<file path="config.mk">
export PLATFORM = sky130hd
export DESIGN_NAME = pc_seq
export DESIGN_NICKNAME = d
export VERILOG_FILES = /design/src/rtl/pcseq_pkg.sv /design/src/rtl/pcseq_target.sv /design/src/rtl/pcseq_align.sv /design/src/rtl/pcseq_epc.sv /design/src/rtl/pc_seq.sv
export SDC_FILE = /design/constraint.sdc
export NUM_CORES = 1
export LEC_CHECK = 0
export BUFFER_PORTS_ARGS = -buffer_cell sky130_fd_sc_hd__buf_2
export CAP_MARGIN = 10
export CORE_UTILIZATION = 38
export CTS_CLUSTER_DIAMETER = 200
export DETAILED_ROUTE_END_ITERATION = 8
export GPL_ROUTABILITY_DRIVEN = 0
export GPL_TIMING_DRIVEN = 0
export PLACE_DENSITY_LB_ADDON = 0.3
export SYNTH_ARGS = -nofsm -noshare
export SYNTH_HDL_FRONTEND = slang
export SYNTH_SLANG_ARGS = --single-unit
</file>
<file path="constraint.sdc">
create_clock -name clk -period 7.45 [get_ports clk]
set_input_delay 1.49 -clock clk [delete_from_list [all_inputs] [get_ports clk]]
set_output_delay 1.49 -clock clk [all_outputs]
set_load 0.02 [all_outputs]
</file>
<file path="src/rtl/pcseq_pkg.sv">
package pcseq_pkg;
  typedef enum logic [1:0] {
    CT_NONE = 2'd0,
    CT_REL  = 2'd1,
    CT_ABS  = 2'd2,
    CT_REG  = 2'd3
  } ctl_kind_e;
endpackage

</file>
<file path="src/rtl/pcseq_target.sv">
module pcseq_target
  import pcseq_pkg::*;
#(
  parameter int XLEN  = 64,
  parameter int OFF_W = 16,
  parameter int IDX_W = 26
) (
  input  logic [1:0]      kind,
  input  logic            br_taken,
  input  logic [XLEN-1:0] tgt_val,
  input  logic [XLEN-1:0] slot_addr,
  output logic [XLEN-1:0] target,
  output logic            redirect
);
  localparam int SEXT_W = XLEN - OFF_W - 2;
  localparam int KEEP_W = XLEN - IDX_W - 2;

  logic [XLEN-1:0] rel_tgt;
  logic [XLEN-1:0] abs_tgt;

  assign rel_tgt = slot_addr + {{SEXT_W{tgt_val[OFF_W-1]}}, tgt_val[OFF_W-1:0], 2'b00};
  assign abs_tgt = {slot_addr[XLEN-1 -: KEEP_W], tgt_val[IDX_W-1:0], 2'b00};

  always_comb begin
    target   = tgt_val;
    redirect = 1'b0;
    unique case (ctl_kind_e'(kind))
      CT_NONE: begin target = slot_addr; redirect = 1'b0;     end
      CT_REL:  begin target = rel_tgt;   redirect = br_taken; end
      CT_ABS:  begin target = abs_tgt;   redirect = 1'b1;     end
      CT_REG:  begin target = tgt_val;   redirect = 1'b1;     end
      default: begin target = tgt_val;   redirect = 1'b0;     end
    endcase
  end
endmodule

</file>
<file path="src/rtl/pcseq_align.sv">
module pcseq_align #(
  parameter int XLEN = 64
) (
  input  logic [XLEN-1:0] addr,
  input  logic            mode16,
  output logic            misaligned
);
  always_comb begin
    if (mode16) misaligned = addr[0];
    else        misaligned = |addr[1:0];
  end
endmodule

</file>
<file path="src/rtl/pcseq_epc.sv">
module pcseq_epc #(
  parameter int XLEN = 64
) (
  input  logic            clk,
  input  logic            rst_n,
  input  logic            take_exc,
  input  logic            xfer_retire,
  input  logic            cur_in_slot,
  input  logic [XLEN-1:0] cur_pc,
  output logic [XLEN-1:0] epc,
  output logic            epc_bd
);
  logic [XLEN-1:0] br_pc_q, br_pc_d;
  logic [XLEN-1:0] epc_q, epc_d;
  logic            bd_q, bd_d;
  logic            br_en, exc_en;

  assign br_en  = xfer_retire;
  assign exc_en = take_exc;

  always_comb begin
    br_pc_d = cur_pc;
    epc_d   = cur_in_slot ? br_pc_q : cur_pc;
    bd_d    = cur_in_slot;
  end

  always_ff @(posedge clk or negedge rst_n) begin
    if (!rst_n) begin
      br_pc_q <= '0;
    end else if (br_en) begin
      br_pc_q <= br_pc_d;
    end
  end

  always_ff @(posedge clk or negedge rst_n) begin
    if (!rst_n) begin
      epc_q <= '0;
      bd_q  <= 1'b0;
    end else if (exc_en) begin
      epc_q <= epc_d;
      bd_q  <= bd_d;
    end
  end

  assign epc    = epc_q;
  assign epc_bd = bd_q;
endmodule

</file>
<file path="src/rtl/pc_seq.sv">
module pc_seq
  import pcseq_pkg::*;
#(
  parameter int          XLEN     = 64,
  parameter int          OFF_W    = 16,
  parameter int          IDX_W    = 26,
  parameter int          LINK_REG = 31,
  parameter logic [63:0] RESET_PC = 64'h0000_0000_0000_1000,
  parameter logic [63:0] VECTOR   = 64'h0000_0000_0000_0180
) (
  input  logic            clk,
  input  logic            rst_n,
  input  logic            insn_valid,
  input  logic [1:0]      ctl_kind,
  input  logic            br_taken,
  input  logic [XLEN-1:0] tgt_val,
  input  logic            link_req,
  input  logic            mode16,
  input  logic            exc_strobe,
  output logic [XLEN-1:0] fetch_pc,
  output logic            in_slot,
  output logic            addr_err,
  output logic            link_we,
  output logic [4:0]      link_dst,
  output logic [XLEN-1:0] link_value,
  output logic [XLEN-1:0] epc,
  output logic            epc_bd
);
  localparam logic [XLEN-1:0] STEP32 = XLEN'(4);
  localparam logic [XLEN-1:0] STEP16 = XLEN'(2);

  logic [XLEN-1:0] pc_q, pc_d;
  logic [XLEN-1:0] tgt_q, tgt_d;
  logic            slot_q, slot_d;
  logic            pend_q, pend_d;
  logic            err_q, err_d;
  logic            state_en;
  logic            retire;
  logic            is_xfer;
  logic [XLEN-1:0] step;
  logic [XLEN-1:0] slot_addr;
  logic [XLEN-1:0] new_tgt;
  logic            new_redirect;
  logic            pc_d_misaligned;

  assign retire    = insn_valid && !exc_strobe;
  assign is_xfer   = (ctl_kind_e'(ctl_kind) != CT_NONE);
  assign step      = mode16 ? STEP16 : STEP32;
  assign slot_addr = pc_q + step;
  assign state_en  = insn_valid || exc_strobe;

  pcseq_target #(
    .XLEN (XLEN),
    .OFF_W(OFF_W),
    .IDX_W(IDX_W)
  ) i_target (
    .kind     (ctl_kind),
    .br_taken (br_taken),
    .tgt_val  (tgt_val),
    .slot_addr(slot_addr),
    .target   (new_tgt),
    .redirect (new_redirect)
  );

  pcseq_align #(
    .XLEN(XLEN)
  ) i_align (
    .addr      (pc_d),
    .mode16    (mode16),
    .misaligned(pc_d_misaligned)
  );

  pcseq_epc #(
    .XLEN(XLEN)
  ) i_epc (
    .clk        (clk),
    .rst_n      (rst_n),
    .take_exc   (exc_strobe),
    .xfer_retire(retire && is_xfer),
    .cur_in_slot(slot_q),
    .cur_pc     (pc_q),
    .epc        (epc),
    .epc_bd     (epc_bd)
  );

  always_comb begin
    pc_d   = pc_q;
    tgt_d  = tgt_q;
    slot_d = slot_q;
    pend_d = pend_q;
    if (exc_strobe) begin
      pc_d   = VECTOR[XLEN-1:0];
      slot_d = 1'b0;
      pend_d = 1'b0;
    end else if (insn_valid) begin
      pc_d   = pend_q ? tgt_q : slot_addr;
      slot_d = is_xfer;
      pend_d = is_xfer && new_redirect;
      if (is_xfer) tgt_d = new_tgt;
    end
    err_d = pc_d_misaligned;
  end

  always_ff @(posedge clk or negedge rst_n) begin
    if (!rst_n) begin
      pc_q   <= RESET_PC[XLEN-1:0];
      tgt_q  <= '0;
      slot_q <= 1'b0;
      pend_q <= 1'b0;
      err_q  <= 1'b0;
    end else if (state_en) begin
      pc_q   <= pc_d;
      tgt_q  <= tgt_d;
      slot_q <= slot_d;
      pend_q <= pend_d;
      err_q  <= err_d;
    end
  end

  assign fetch_pc   = pc_q;
  assign in_slot    = slot_q;
  assign addr_err   = err_q;
  assign link_we    = retire && is_xfer && link_req;
  assign link_dst   = 5'(LINK_REG);
  assign link_value = pc_q + step + step;
endmodule

</file>
; Word level (Yosys, flattened, before mapping)
; Cells that the tools add are included.
[word_totals]
input_bits = 73
reg_bits = 260
wordCells = 41
out_inout_bits = 201
[classes]
n_mux = 12
n_eq_ne = 3
add_sub_neg = 3
bitwise_logic = 1
n_reduce_logical = 13
[ops]
columns = op, n
row1 = $mux W64, 4
row2 = $pmux W64 S4, 1
row3 = $add A64 B3 Y64, 2
row4 = $add A64 B64 Y64, 1
row5 = $mux W1, 5
row6 = $eq A2 B2 Y1 const B, 2
row7 = $logic_and A1 B1 Y1, 4
row8 = $reduce_and A4 Y1, 1
row9 = $reduce_bool A2 Y1, 2
row10 = $reduce_or A2 Y1, 2
row11 = $mux W3, 1
row12 = $pmux W1 S3, 1
row13 = $eq A2 B1 Y1 const B, 1
row14 = $logic_not A2 Y1, 1
row15 = $reduce_and A2 Y1, 1
row16 = $logic_not A1 Y1, 1
row17 = $logic_or A1 B1 Y1, 1
row18 = $not A1 Y1, 1

; Longest topological paths before layout
; Gate-level depths: netlist of run 1.
[logic_depth]
ltp_word = 7
ltp_mapped = 23
ltp_nobuf = 21

; Cells and area by module
; From an unflattened synthesis of run 1, not the netlist that was laid out.
[unflattened]
hier_cells = 2228
hier_area_um2 = 20029.2
[by_module_without_submodules]
columns = mod, area_each_um2, instances, cells_per_inst, seq_area_each_um2
row1 = pc_seq, 9635.5, 1, 1121, 3279.4
row2 = pcseq_epc, 5391.4, 1, 414, 3228.1
row3 = pcseq_target, 4991.0, 1, 691, 0.0
row4 = pcseq_align, 11.3, 1, 2, 0.0

; Worst setup path after synthesis of run 1
; Ideal clock, no wire load.
[synth_path]
path_kind = input to output
start = input mode16
end = output link_value[51]
n_path_buf = 1
t_arrival_ns = 5.352
path_stages = 15
required_ns = 5.960
path_slack_ns = 0.608
path_cell_list = ha_1 > inv_1 > fa_1 > nand4b_1 > nor4_1 > o2111ai_1 > o41ai_1 > a31oi_1 > or4b_1 > a2111oi_4 > nand4b_4 > nor4_4 > buf_6 > nand2_1 > xnor2_1
[synth_between]
elab_chain_len = 3
[synth_rtl]
columns = item, line
row1 = "start, declared", pc_seq.sv:18  ; input logic mode16,
row2 = $mux W3 *, pc_seq.sv:48  ; assign step = mode16 ? STEP16 : STEP32;
row3 = $add A64 B3 Y64, pc_seq.sv:125  ; assign link_value = pc_q + step + step;
row4 = $add A64 B3 Y64 *, pc_seq.sv:125
row5 = "end, declared", pc_seq.sv:25  ; output logic [XLEN-1:0] link_value,
; Mark *: on every way between the ends. The rest lies on a longest branch, timed or not.

; Final worst setup path of run 1
; Ends and elaborated chain as after synthesis.

==> results.md, run 1 <==
- Synthesis-stage register bit count: 260
- Area added between synthesis and finish: 17.7%
- Compound-gate portion of the synthesized area: approximately a fifth
- Result of the run: finished clean
- CP bufs+invs: 5
- Routed len/inst: around 22 µm
- Dominant combinational cell family by area after synthesis: simple AND/OR/NAND/NOR gates
- Most frequent CP cell: buf_2
- GRT Overall Usage: around 29%
- Clock-pin transition on the worst setup and hold timing paths: roughly 60 ps
- Worst-path cell chain: buf_2 > ha_1 > inv_1 > fa_2 > nand4b_1 > buf_4 > or4_1 > nor2_4 > nand3_1 > xor2_1 > or4_4 > nor2_2 > nand4b_4 > nor4_4 > buf_6 > nand2_1 > xnor2_2 > buf_2
- Core Box Area: about 50000 µm²
- Parity-gate share of the synthesized area counting xor and xnor cells: under 10%
- Critical path data required time: between 5000 and 6000 ps
- Share of cells above drive strength 1: about 16%
- Unique masters post-synth: 90
- Peak ir drop on the vdd network: 0.000157 V
- Capturing element type of the critical path: primary output
- Fin Clk Skew: 24.2 ps
- Commonest non-fill, non-tap cell in the layout: nand2_1
- Full die area: roughly 52000 µm²
- Crit path kind: in -> out
- Highest net fanout along the worst path: 10
- Layout net count: ~2800
- Detailed Route Iter0 Violations: around 2400
- LEAKAGE: between 10 and 15 nW
- Share of async-settable or async-resettable flops after synthesis: 100%
- Hold Path Class: reg -> reg
- Post-synth EDFFs: 0
- DP Worst Slack: -759 ps
- Relative slew slack: a little over a fifth
- Cell Count, Final, Fillers Out: around 3400
- Detailed Route WL: 75300 µm
- Remaining routing DRC violations: 0
- Global-route wire length before repair: 112000 µm
- Detailed Routing Iterations Pass 1: 6
- Bufs on Longest Clock Path: 3
- Pins over their slew limit: 0
- Hold bufs inserted after CTS: 0
- CTS Buf Count: 26
- Die Y: around 230 µm
- Leading cell types in the layout, fill and taps excluded: nand2_1 (389), buf_2 (279), dfrtp_1 (259)
- Highest clock frequency the design can meet: 0.137 GHz
- Final setup violating endpoints: 0
- Sequential-to-total area share from yosys stat: roughly a third
- Top cell family by delay on the critical path: simple AND/OR/NAND/NOR gates
- Fraction of the mapped netlist area in adder cells: around 4.7%
- Placed Cells: approximately 3300
- MaxCap Viol Count: 0
- Clock tree root buffer cell: clkbuf_16
- Mux cell area share after synthesis: 7.97%
- Slew at the pin closest to its max-slew limit: about 1200 ps
- R2r setup slk: slightly below 900 ps
- Count of nets left with antenna violations after detail routing: 0
- HPWL after detailed placement: roughly 59000 µm
- Basic-gate share of the synthesized area counting and, or, nand and nor cells: 21.0%
- Part of the cycle the worst path needs: between 90% and 100%
- Vias per inst: between 5 and 6
- Post-synth design cell area: roughly 19000 µm²
- Total power divided by cell area: between 150 and 200 nW/µm²
- Antenna diode instance count: 0
- Worst-skew pair later-pin latency: 560 ps
- Number of H-tree levels: 1
- Highest cell delay on the worst timing path: 510 ps
- Starting Density: between 30% and 40%
- Final number of hold-violating endpoints: 0
- Clk sink count: between 200 and 300
- Port buffer count: around 270
- Initial antenna violation count: 0
- Worst hold-check slack: 477 ps
- DR vias: 19700
- Main flop type after synthesis: dfrtp_1
- I/O pin cnt: 274
- Warning count from the yosys run: 0
- Final Worst Setup Slack: about 150 ps
- GRT overflow: 0
- Crit-path slowest cell: or4_1
- Fill count: 4999
- Pin count of the biggest net entering global routing: approximately 130
- Cells after Synth: between 2000 and 2500
- Die width: about 230 µm
- Worst setup SP type: primary input
- Synthesized area per cell: ~8.1 µm²
- Clock tree from TritonCTS: built
- Final total negative setup slack: 0 ps
- Min cycle time layout: 7300 ps
- Via count of the first global-routing pass: approximately 19000
- Total number of placement rows: 82
- Data arrival time of the worst path: just under 6000 ps
cell usage after synthesis, drive strengths merged (36+ instances only):
library cell	n	area share (%)
buf	50	1.4
inv	62	1.2
o21ai	138	3.6
nor2	244	4.8
a21o	36	1.4
a22oi	44	1.7
o22ai	36	1.2
xnor2	109	5.0
clkbuf	124	2.4
dfrtp	259	34
ha	69	4.5
nand2	390	7.6
nand4	36	1.3
xor2	52	2.4
nand3	62	1.7
mux2i	116	6.0
a21oi	174	4.5
metal layers:
metal / track usage (%) / vias up / part of all wire, % / routed length [µm]
met3: 3.34 / 188 / 8.6 / 6460
met5: 0 / - / 0 / 0
met4: 13.0 / 0 / 4.6 / 3490
met2: 44.1 / 1159 / 44 / 33500
li1: - / 8987 / - / -
met1: 39.9 / 9362 / 42 / 31900
state kept, by name, summed over array words and instances (netlist names):
name,cells
tgt_q,64
addr_err,1
i_epc.epc,64
i_epc.epc_bd,1
fetch_pc,64
i_epc.br_pc_q,64
in_slot,1
pend_q,1
repair_timing:
item | 4_1_cts | 5_1_grt
endpoints found under the hold margin | 0 | 0
pin swaps | 4 | 7
resized for setup | 5 | 23
endpoints found under the setup margin | 30 | 27
buffers inserted | 7 | 6
worst min-delay path: stages (launching register included):
cell	delay (ps)
dfrtp_1	340
nand2_1	50
nand2_1	60
path summary, 6_finish.rpt:
check                                                    from                       endpoint  cells past startpoint
worst min register to register  i_epc.br_pc_q[20]$_DFFE_PN0P_  i_epc.br_pc_q[20]$_DFFE_PN0P_                      2
worst max-delay path                                   mode16                 link_value[51]                     18
worst max register to register        fetch_pc[1]$_DFFE_PN0P_          tgt_q[59]$_DFFE_PN0P_                     22
max in group asynchronous                               rst_n      i_epc.epc[27]$_DFFE_PN0P_                      3
min in group asynchronous                               rst_n       fetch_pc[61]$_DFFE_PN0P_                      1
worst min-delay path            i_epc.br_pc_q[20]$_DFFE_PN0P_  i_epc.br_pc_q[20]$_DFFE_PN0P_                      2
where the power goes:
part / total [mW] / internal (mW) / switching, mW
Sequential: 1.70 / 1.56 / 0.139
Combinational: 1.14 / 0.400 / 0.744
Clock: 1.38 / 0.804 / 0.578
Total: 4.23 / 2.77 / 1.46
cell families (layout without fill, tap and decap cells):
group | Yosys count | after routing
and+or+nand+nor | 881 | 881
AOI/OAI and AO/OA | 605 | 605
DFF | 260 | 260
buffers and inverters | 237 | 564
xor gates and xnor gates | 161 | 161
muxes | 149 | 149
adders and majority gates | 71 | 71
other | 1 | 5
per-stage QoR:
stage / util (%) / power, mW / area [µm²]
global placement: 42.8 / 2.80 / 21400
finish: 45.2 / 4.23 / 22600
detailed placement: 42.9 / 2.83 / 21500
global route: 45.2 / 4.39 / 22600
floorplan: - / 2.40 / 19200
CTS: 44.9 / 4.20 / 22500
cell type report:
class / count / area (µm²) / area share [%]
repair buffers: 282 / 1500 / 6.62
clock inverters: 9 / 129 / 0.569
inverters: 63 / 236 / 1.04
multi-input cells: 1872 / 11900 / 52.8
well taps: 672 / 841 / 3.71
clock buffers: 36 / 749 / 3.31
flip-flops and latches: 260 / 6510 / 28.7
plain buffers: 174 / 737 / 3.25
No activity file was read; power rests on OpenSTA's default activity.
==> run 2: changes to the inputs <==
CELL_PAD_IN_SITES_DETAIL_PLACEMENT = 0   (was unset)
CELL_PAD_IN_SITES_GLOBAL_PLACEMENT = 1   (was unset)
MAX_ROUTING_LAYER = met4   (was unset)
==> results.md, run 2 (synthesis results as in run 1) <==
- DR vias: roughly 19000
- Result of the run: finished with violations
- Commonest non-fill, non-tap cell in the layout: nand2_1
- Reg2Reg Launch Point: fetch_pc[1]$_DFFE_PN0P_
- Worst setup path start: mode16
- Relative slew slack: 20.0%
- Cell Count, Final, Fillers Out: ~3400
- Critical path data required time: 5960 ps
- GRT overflow: 0
- Layout net count: between 2000 and 3000
- Part of the cycle the worst path needs: slightly below 100%
- Comb power frac: a little over a quarter
- Core Box Area: about 50000 µm²
- Internal portion of total power: 2.72 mW
- Clock Power Share: 32.0%
- Starting Density: roughly two fifths
- Pins over their slew limit: 0
- Highest clock frequency the design can meet: around 0.14 GHz
- Share of cells above drive strength 1: around 17%
- Data arrival time of the worst path: 5830 ps
- Die Y: about 230 µm
- Port buffer count: about 270
- Capturing element type of the critical path: primary output
- Min cycle time layout: ~7300 ps
- Crit path kind: in -> out
- Detailed Routing Iterations Pass 1: 8
- Total number of placement rows: 82
- Placed Cells: 3310
- Clock-pin transition on the worst setup and hold timing paths: 60 ps
- Leading cell types in the layout, fill and taps excluded: nand2_1 (388), buf_2 (279), dfrtp_1 (259)
- LEAKAGE: between 10 and 15 nW
- Sw Share: about a third
- Final setup violating endpoints: 0
- Hold Path Class: reg -> reg
- Worst-skew pair later-pin latency: ~560 ps
- R2r setup slk: 820 ps
- I/O pin cnt: around 270
- Hold bufs inserted after CTS: 0
- Depth of the worst register-to-register path: 20
- RSZ-0062 raised after global routing: false
- Capture instance of the worst register-to-register path: tgt_q[60]$_DFFE_PN0P_
- Detailed Route WL: 76900 µm
- Full die area: slightly above 50000 µm²
- Clock tree from TritonCTS: built
- Via count of the first global-routing pass: approximately 18000
- Clock tree root buffer cell: clkbuf_16
- Routed len/inst: 22.8 µm
- Initial antenna violation count: 0
- Pin count of the biggest net entering global routing: between 100 and 150
- MaxCap Viol Count: 0
- Fin Clk Skew: 18.5 ps
- Total power divided by cell area: about 190 nW/µm²
- Endpoint of the worst setup timing path: link_value[52]
- Clk sink count: 260
- Highest cell delay on the worst timing path: roughly 620 ps
- GRT Overall Usage: 29.8%
- Switching power: approximately 1.5 mW
- Worst setup SP type: primary input
- Area added between synthesis and finish: 17.8%
- Sequential fraction of design power: 40.6%
- CTS Buf Count: 26
- Number of H-tree levels: 1
- Crit-path slowest cell: or4_4
- Slew at the pin closest to its max-slew limit: roughly 1200 ps
- Count of nets left with antenna violations after detail routing: 0
- Fill count: between 5000 and 6000
- HPWL after detailed placement: between 60000 and 70000 µm
- Final number of hold-violating endpoints: 0
- Antenna diode instance count: 0
- Violations in the final reports: DRC
- Bufs on Longest Clock Path: 3
- Vias per inst: 5.78
- Peak ir drop on the vdd network: approximately 0.00016 V
- Highest net fanout along the worst path: 10
- Global-route wire length before repair: between 100000 and 150000 µm
- Remaining routing DRC violations: 1
- Die width: 227 µm
- Most frequent CP cell: buf_2
- Worst-path cell chain: buf_2 > inv_1 > ha_1 > nand2b_1 > a211o_1 > or3_4 > buf_6 > o21ai_1 > a2bb2oi_1 > or4_4 > nor2_2 > nand4b_4 > nor4_4 > buf_4 > nand3_1 > xnor2_1 > buf_2
- Detailed Route Iter0 Violations: between 2000 and 2500
- Final total negative setup slack: 0 ps
-- run 2: worst max-delay path: cells and delay by family --
family                     cells  cell delay (ps)
xor gates and xnor gates       1              260
adders and majority gates      1              340
and+or+nand+nor                7             2020
AOI/OAI and AO/OA              3              850
buffers and inverters          5              840
-- run 2: what timing repair did --
| action | 4_1_cts | 5_1_grt |
|---|---|---|
| pin swaps | 4 | 1 |
| endpoints found under the hold margin | 0 | 0 |
| setup endpoints to repair | 29 | 24 |
| gates resized for setup | 7 | 28 |
| setup buffers | 7 | 4 |
-- run 2: layer usage --
metal / global-route usage [%] / routed length, µm / up-vias / share of wire, %
li1: - / - / 8975 / -
met1: 41.6 / 33900 / 9406 / 44
met2: 44.6 / 33900 / 938 / 44
met3: 3.63 / 6360 / 137 / 8.3
met4: 10.0 / 2740 / 0 / 3.6
met5: - / 0 / - / 0
-- run 2: worst min-delay path by stage --
| stage | endpoint | cells past startpoint | startpoint | slack (ps) |
|---|---|---|---|---|
| floorplan | i_epc.br_pc_q[5]$_DFFE_PN0P_ | 2 | i_epc.br_pc_q[5]$_DFFE_PN0P_ | 450 |
| global placement | i_epc.br_pc_q[31]$_DFFE_PN0P_ | 2 | i_epc.br_pc_q[31]$_DFFE_PN0P_ | 460 |
| detailed placement | i_epc.br_pc_q[10]$_DFFE_PN0P_ | 2 | i_epc.br_pc_q[10]$_DFFE_PN0P_ | 460 |
| CTS | i_epc.br_pc_q[31]$_DFFE_PN0P_ | 2 | i_epc.br_pc_q[31]$_DFFE_PN0P_ | 480 |
| global route | i_epc.br_pc_q[33]$_DFFE_PN0P_ | 2 | i_epc.br_pc_q[33]$_DFFE_PN0P_ | 490 |
| finish | i_epc.br_pc_q[31]$_DFFE_PN0P_ | 2 | i_epc.br_pc_q[31]$_DFFE_PN0P_ | 470 |
-- run 2: per-stage QoR --
step	setup WS [ps]	hold slack, ps	util [%]	instance area (µm²)	total power, mW
floorplan	608	446	-	19200	2.40
global placement	-682	457	42.8	21400	2.82
detailed placement	-777	462	42.9	21500	2.84
CTS	40.8	478	44.9	22500	4.18
global route	18.3	493	45.2	22700	4.37
finish	129	474	45.2	22700	4.20
-- run 2: power by group through the flow --
stage	Clock (mW)	Combinational, mW	Sequential (mW)
2_1_floorplan	0	0.671	1.73
3_3_place_gp	0	1.10	1.72
3_5_place_dp	0	1.12	1.72
4_1_cts	1.36	1.13	1.70
5_1_grt	1.41	1.25	1.72
6_report	1.34	1.15	1.71
-- run 2: area by class of cell --
type	instances	area, µm²	share of cell area (%)
inverters	63	236	1.04
flip-flops and latches	260	6510	28.7
repair buffers	280	1500	6.61
clock inverters	10	81.3	0.359
clock buffers	35	776	3.42
well taps	672	841	3.71
plain buffers	174	737	3.25
multi-input cells	1872	12000	52.9
